`src/rtl/hrd_pkg.sv`:
```
package hrd_pkg;
  localparam int TGT_W = 5;
  typedef logic [TGT_W-1:0] tgt_t;
  localparam tgt_t TGT_SDRAM = 5'b00001;
  localparam tgt_t TGT_HUB   = 5'b00010;
  localparam tgt_t TGT_GFX   = 5'b00100;
  localparam tgt_t TGT_IGD   = 5'b01000;
  localparam tgt_t TGT_SINK  = 5'b10000;
  localparam logic [31:0] VGA_LO   = 32'h000A_0000;
  localparam logic [31:0] VGA_HI   = 32'h000B_FFFF;
  localparam logic [31:0] LOW_BASE = 32'h000C_0000;
  localparam logic [31:0] LOW_SPAN = 32'h0004_0000;
  localparam logic [11:0] TOM_CAP_MB = 12'd2048;
  localparam logic [31:0] IO_LAST  = 32'h0001_0002;
endpackage

```
`src/rtl/hrd_window_cmp.sv`:
```
module hrd_window_cmp #(
  parameter int ADDR_W = 36
) (
  input  logic [ADDR_W-1:0] addr,
  input  logic [11:0]       tom_mb,
  output logic              above_4g,
  output logic              in_vga,
  output logic              below_tom
);
  import hrd_pkg::*;
  localparam int HI_W = ADDR_W - 32;

  logic [11:0] tom_eff;

  always_comb begin
    above_4g  = (addr[ADDR_W-1:32] != {HI_W{1'b0}});
    in_vga    = (addr[31:0] >= VGA_LO) && (addr[31:0] <= VGA_HI);
    tom_eff   = (tom_mb > TOM_CAP_MB) ? TOM_CAP_MB : tom_mb;
    below_tom = (addr[31:20] < tom_eff);
  end
endmodule

```
`src/rtl/hrd_low_attr.sv`:
```
module hrd_low_attr #(
  parameter int REGIONS = 8
) (
  input  logic [31:0]          addr,
  input  logic                 is_write,
  input  logic [2*REGIONS-1:0] attr,
  output logic                 in_window,
  output logic                 permit
);
  import hrd_pkg::*;
  localparam int SLICE  = LOW_SPAN / REGIONS;
  localparam int SH     = $clog2(SLICE);
  localparam int IDX_W  = (REGIONS > 1) ? $clog2(REGIONS) : 1;

  logic [REGIONS-1:0] allow;
  logic [31:0]        rel;
  logic [IDX_W-1:0]   idx;

  for (genvar i = 0; i < REGIONS; i++) begin : g_slice
    assign allow[i] = is_write ? attr[2*i+1] : attr[2*i];
  end

  always_comb begin
    in_window = (addr >= LOW_BASE) && (addr < LOW_BASE + LOW_SPAN);
    rel       = (addr - LOW_BASE) >> SH;
    idx       = rel[IDX_W-1:0];
    permit    = allow[idx];
  end
endmodule

```
`src/rtl/hrd_io_check.sv`:
```
module hrd_io_check #(
  parameter int ADDR_W = 36
) (
  input  logic [ADDR_W-1:0] addr,
  output logic              io_ok
);
  import hrd_pkg::*;
  always_comb io_ok = (addr <= ADDR_W'(IO_LAST));
endmodule

```
`src/rtl/host_range_decoder.sv`:
```
module host_range_decoder #(
  parameter int ADDR_W      = 36,
  parameter int DATA_W      = 64,
  parameter int LOW_REGIONS = 8
) (
  input  logic                     clk,
  input  logic                     rst_n,
  input  logic                     req_valid,
  input  logic [ADDR_W-1:0]        req_addr,
  input  logic                     req_write,
  input  logic                     req_io,
  input  logic [11:0]              cfg_tom_mb,
  input  logic [1:0]               cfg_vga_route,
  input  logic [2*LOW_REGIONS-1:0] cfg_low_attr,
  output logic                     tgt_valid,
  output logic [4:0]               tgt_sel,
  output logic                     cpl_valid,
  output logic [DATA_W-1:0]        cpl_data
);
  import hrd_pkg::*;

  logic above_4g, in_vga, below_tom, in_low, low_ok, io_ok;
  tgt_t sel_d, sel_q;
  logic vld_d, vld_q, cpl_d, cpl_q;

  hrd_window_cmp #(.ADDR_W(ADDR_W)) u_win (
    .addr(req_addr), .tom_mb(cfg_tom_mb),
    .above_4g(above_4g), .in_vga(in_vga), .below_tom(below_tom)
  );

  hrd_low_attr #(.REGIONS(LOW_REGIONS)) u_low (
    .addr(req_addr[31:0]), .is_write(req_write), .attr(cfg_low_attr),
    .in_window(in_low), .permit(low_ok)
  );

  hrd_io_check #(.ADDR_W(ADDR_W)) u_io (
    .addr(req_addr), .io_ok(io_ok)
  );

  // next-state: fixed priority decode
  always_comb begin
    sel_d = '0;
    if (req_valid) begin
      if (req_io)          sel_d = io_ok ? TGT_HUB : TGT_SINK;
      else if (above_4g)   sel_d = TGT_SINK;
      else if (in_vga) begin
        unique case (cfg_vga_route)
          2'b01:   sel_d = TGT_GFX;
          2'b10:   sel_d = TGT_IGD;
          default: sel_d = TGT_HUB;
        endcase
      end
      else if (in_low)     sel_d = low_ok ? TGT_SDRAM : TGT_HUB;
      else if (below_tom)  sel_d = TGT_SDRAM;
      else                 sel_d = TGT_HUB;
    end
    vld_d = req_valid;
    cpl_d = req_valid && !req_write && (sel_d == TGT_SINK);
  end

  // register stage
  always_ff @(posedge clk or negedge rst_n) begin
    if (!rst_n) begin
      sel_q <= '0;
      vld_q <= 1'b0;
      cpl_q <= 1'b0;
    end else begin
      sel_q <= sel_d;
      vld_q <= vld_d;
      cpl_q <= cpl_d;
    end
  end

  assign tgt_valid = vld_q;
  assign tgt_sel   = sel_q;
  assign cpl_valid = cpl_q;
  assign cpl_data  = '0;
endmodule

```
`config.mk`:
```
export PLATFORM = sky130hd
export DESIGN_NAME = host_range_decoder
export DESIGN_NICKNAME = d
export VERILOG_FILES = /design/src/rtl/hrd_pkg.sv /design/src/rtl/hrd_window_cmp.sv /design/src/rtl/hrd_low_attr.sv /design/src/rtl/hrd_io_check.sv /design/src/rtl/host_range_decoder.sv
export SDC_FILE = /design/constraint.sdc
export NUM_CORES = 1
export LEC_CHECK = 0
export CAP_MARGIN = 0
export CORE_MARGIN = 4
export CORE_UTILIZATION = 30
export CTS_CLUSTER_DIAMETER = 150
export DETAILED_ROUTE_END_ITERATION = 8
export PLACE_DENSITY = 0.85
export SLEW_MARGIN = 20
export SYNTH_ARGS = -nofsm -noshare
export SYNTH_HDL_FRONTEND = slang
export SYNTH_SLANG_ARGS = --single-unit
```
`constraint.sdc`:
```
create_clock -name clk -period 0.8 [get_ports clk]
set_input_delay 0.12 -clock clk [delete_from_list [all_inputs] [get_ports clk]]
set_output_delay 0.12 -clock clk [all_outputs]
set_load 0.1 [all_outputs]
```
==> parameters.txt <==
Parameter                              Value

Global route
  Total gr overflow    0
  Total routing usage reported by global routing    0.150
  Via count of the first global-routing pass    1,448
  Number of antenna violations at the first check in global routing    0
  Wire length of the first global-routing pass    6.38 mm
  Pin count of the biggest net entering global routing    8

Critical path
  CP startpoint kind    input port
  Biggest fanout along the worst timing path    2
  Crit path capture type    register
  Cell with the largest stage delay on the worst path    sky130_fd_sc_hd__or4b_4
  Cells along the critical path    buf_12 -> inv_12 -> nand2_4 -> ha_4 -> or4b_4 -> o2111ai_4 -> a211oi_4 -> a2111oi_4 -> a21boi_2 -> o2bb2ai_1
  Worst Path Arrival    1.66 ns
  Required time of the critical path    0.91 ns
  Largest incremental delay on the critical path    0.49 ns
  Category of the most critical setup path    in2reg

Drt
  Number of DRC violations after detailed-routing iteration 0    52
  Wire length per cell after detailed routing    15.7 microns
  Detailed-router iteration count before antenna repair    4
  Aggregate routed wire length    4.81 mm
  DRC    0
  Via count    1,373
  Antenna-violating nets left    0
  Vias per std cell    4.49

CTS
  Number of buffers on the longest clock path    2
  Clock net sink count    7
  CTS tree    yes
  Register clock-pin slew on the reported worst setup and hold paths    0.04 ns
  H-tree Lvls    1
  CTS Buf Count    3
  CTS root buffer    sky130_fd_sc_hd__clkbuf_8

STA
  Total Neg Setup Slack    -3.83 ns
  Final Hold Fails    0
  Setup ws final    -0.758 ns
  Final setup violation count    13
  Period utilization    1.95
  RSZ-0062 raised after global routing    yes
  Achievable frequency    0.642 GHz
  Final Critical Period    1.56 ns
  Final Max Slew Viols    0

Finish
  Antenna cells    0
  Number of fill cells in the layout    330
  Final net count    341
  Area added between synthesis and finish    89.5%
  Utilization after layout    0.607
  Final std cells w/o fill    306
  Final Cell Area    2520 sq um
  Area used by multi-input combinational logic    1250 sq um
  Area taken by flip-flops and latches    183 sq um
  Layout cell share with drive strength beyond 1    0.426

Die
  Number of placement rows    23
  Initial core utilization    0.320
  Die area    5550 sq um
  Std-Cell Core Area    4140 sq um
  Horizontal extent of the die    74.5 microns
  Die extent in y    74.5 microns
  Top-level I/O count    142

Synthesis
  Total of warnings raised by yosys    0
  Flop and latch count out of synthesis    7
  Instance count of the mapped netlist    160
  Share of synthesized area occupied by flip-flops and latches    0.132
  Syn Area/Cell    8.30 sq um
  Count of different cell masters after synthesis    37
  Summed instance area of the synthesized netlist    1330 sq um

Power and ir drop
  Power density cells    1270 nW/um^2
  Switch Pwr    1920 uW
  Leakage    0.00114 uW
  Cell-internal power    1280 uW
  Power share of the sequential group    0.117
  Combinational fraction of design power    0.729
  Final Power    3200 uW
  Switching part of the total power    0.599
  Worst VDD drop    0.000848 V
  Clock group share of total power    0.154

Worst hold path
  Min-Delay Path Class    in2async

Placed design
  Count of placed standard cells including taps    298
  Total of buffers placed on input and output ports    77
  DP HPWL    3.50 mm
  Final estimated routing congestion in global placement    0.755
  Area post-placement    2170 sq um

Job
  Number of violations of the max-capacitance limit    0

Run status
  Violated checks    setup timing
  Status    finished with violations
final cells by class:
type                            instances  share of cell area
Multi-Input combinational cell        145               0.498
Timing Repair Buffer                   95               0.374
Sequential cell                         7              0.0726
Tap cell                               50              0.0249
Clock buffer                            4              0.0179
Inverter                                5              0.0124
registers in the layout, summed over array words and instances, names as in the netlist:
name	flops
tgt_sel	5
tgt_valid	1
cpl_valid	1
routing by layer:
layer / wire, microns / global-route usage
met4: 142 / 0.0573
met2: 2660 / 0.300
met1: 1530 / 0.147
met5: 0 / 0
met3: 474 / 0.0324
cell usage after synthesis, drive strengths merged:
cell type	count	area, sq um
a2111oi	3	45.1
a211oi	3	22.5
a21boi	2	18.8
a21o	1	7.51
a21oi	4	20.0
a41oi	1	8.76
and2	3	18.8
and2b	2	18.8
buf	65	492
clkbuf	1	3.75
conb	1	3.75
dfrtp	7	175
ha	13	163
inv	5	18.8
mux2	1	11.3
mux4	2	45.0
nand2	14	52.6
nand2b	1	6.26
nand3	2	10.0
nand4	3	18.8
nand4b	1	8.76
nor2	3	11.3
nor2b	2	12.5
nor3	4	25.0
nor4	9	56.3
nor4b	1	8.76
o2111ai	1	8.76
o21ai	2	10.0
o21bai	1	7.51
o2bb2ai	1	8.76
or4b	1	10.0
path summary, 6_finish.rpt:
| check | start | to | slack, ns |
|---|---|---|---|
| max | cfg_tom_mb[11] | tgt_sel[1]$_DFF_PN0_ | -0.76 |
| min in group clk | req_write | cpl_valid$_DFF_PN0_ | 0.29 |
| min | rst_n | tgt_sel[2]$_DFF_PN0_ | 0.15 |
| max in group asynchronous | rst_n | cpl_valid$_DFF_PN0_ | 0.39 |
power groups by stage:
| stage | logic, uW | registers [uW] | clock network (uW) |
|---|---|---|---|
| floorplan | 1800 | 440 | 0 |
| global placement | 2110 | 378 | 0 |
| detailed placement | 2130 | 378 | 0 |
| CTS | 2190 | 374 | 496 |
| global route | 2420 | 375 | 527 |
| finish | 2340 | 373 | 494 |
layout by cell type, fill, tap and decap left out, types with 2 or more instances in the layout:
cell and count:
sky130_fd_sc_hd__nand2_4 4, sky130_fd_sc_hd__nor3_1 3, sky130_fd_sc_hd__dlygate4sd2_1 13, sky130_fd_sc_hd__clkbuf_2 2
sky130_fd_sc_hd__ha_4 10, sky130_fd_sc_hd__and2_1 3, sky130_fd_sc_hd__nor2_1 2, sky130_fd_sc_hd__a21oi_2 3
sky130_fd_sc_hd__inv_1 3, sky130_fd_sc_hd__dlymetal6s2s_1 5, sky130_fd_sc_hd__buf_12 9, sky130_fd_sc_hd__buf_8 2
sky130_fd_sc_hd__clkdlybuf4s15_2 3, sky130_fd_sc_hd__buf_4 14, sky130_fd_sc_hd__mux4_2 2, sky130_fd_sc_hd__clkdlybuf4s50_1 22
sky130_fd_sc_hd__conb_1 64, sky130_fd_sc_hd__nor4_4 7, sky130_fd_sc_hd__buf_6 5, sky130_fd_sc_hd__dfrtp_2 6
sky130_fd_sc_hd__a21boi_2 2, sky130_fd_sc_hd__ha_1 2, sky130_fd_sc_hd__nand2_1 5, sky130_fd_sc_hd__buf_2 14
sky130_fd_sc_hd__clkdlybuf4s15_1 6, sky130_fd_sc_hd__nand4_1 3, sky130_fd_sc_hd__nand2_2 5, sky130_fd_sc_hd__clkbuf_8 3
sky130_fd_sc_hd__nor2b_1 2
per-stage QoR:
step	hold slack, ns	setup WS, ns
after global placement	0.381	-1.47
after detailed placement	0.393	-1.52
final	0.153	-0.758
after global routing	0.174	-0.799
after CTS	0.158	-0.793
after floorplan	-0.176	-0.888
critical path, delay by kind of cell:
kind                       cells  cell delay, ns
AOI/OAI and AO/OA              5            0.70
buffers and inverters          2            0.16
and+or+nand+nor                2            0.53
adders and majority gates      1            0.15
repair_timing:
action                     CTS  global route
pin swaps                   32            22
gates resized for setup    150            34
buffers inserted             2             2
hold buffers                 0             0
setup endpoints to repair   13            13
cells by family after synthesis:
family	after synthesis	synth area share
AND/OR/NAND/NOR	46	0.194
multiplexers	3	0.0424
flip-flops	7	0.132
other	1	0.00282
adder cells (fa/ha/maj)	13	0.123
buffers and inverters	71	0.387
AO/OA/AOI/OAI	19	0.119
No activity file was read; power rests on OpenSTA's default activity.
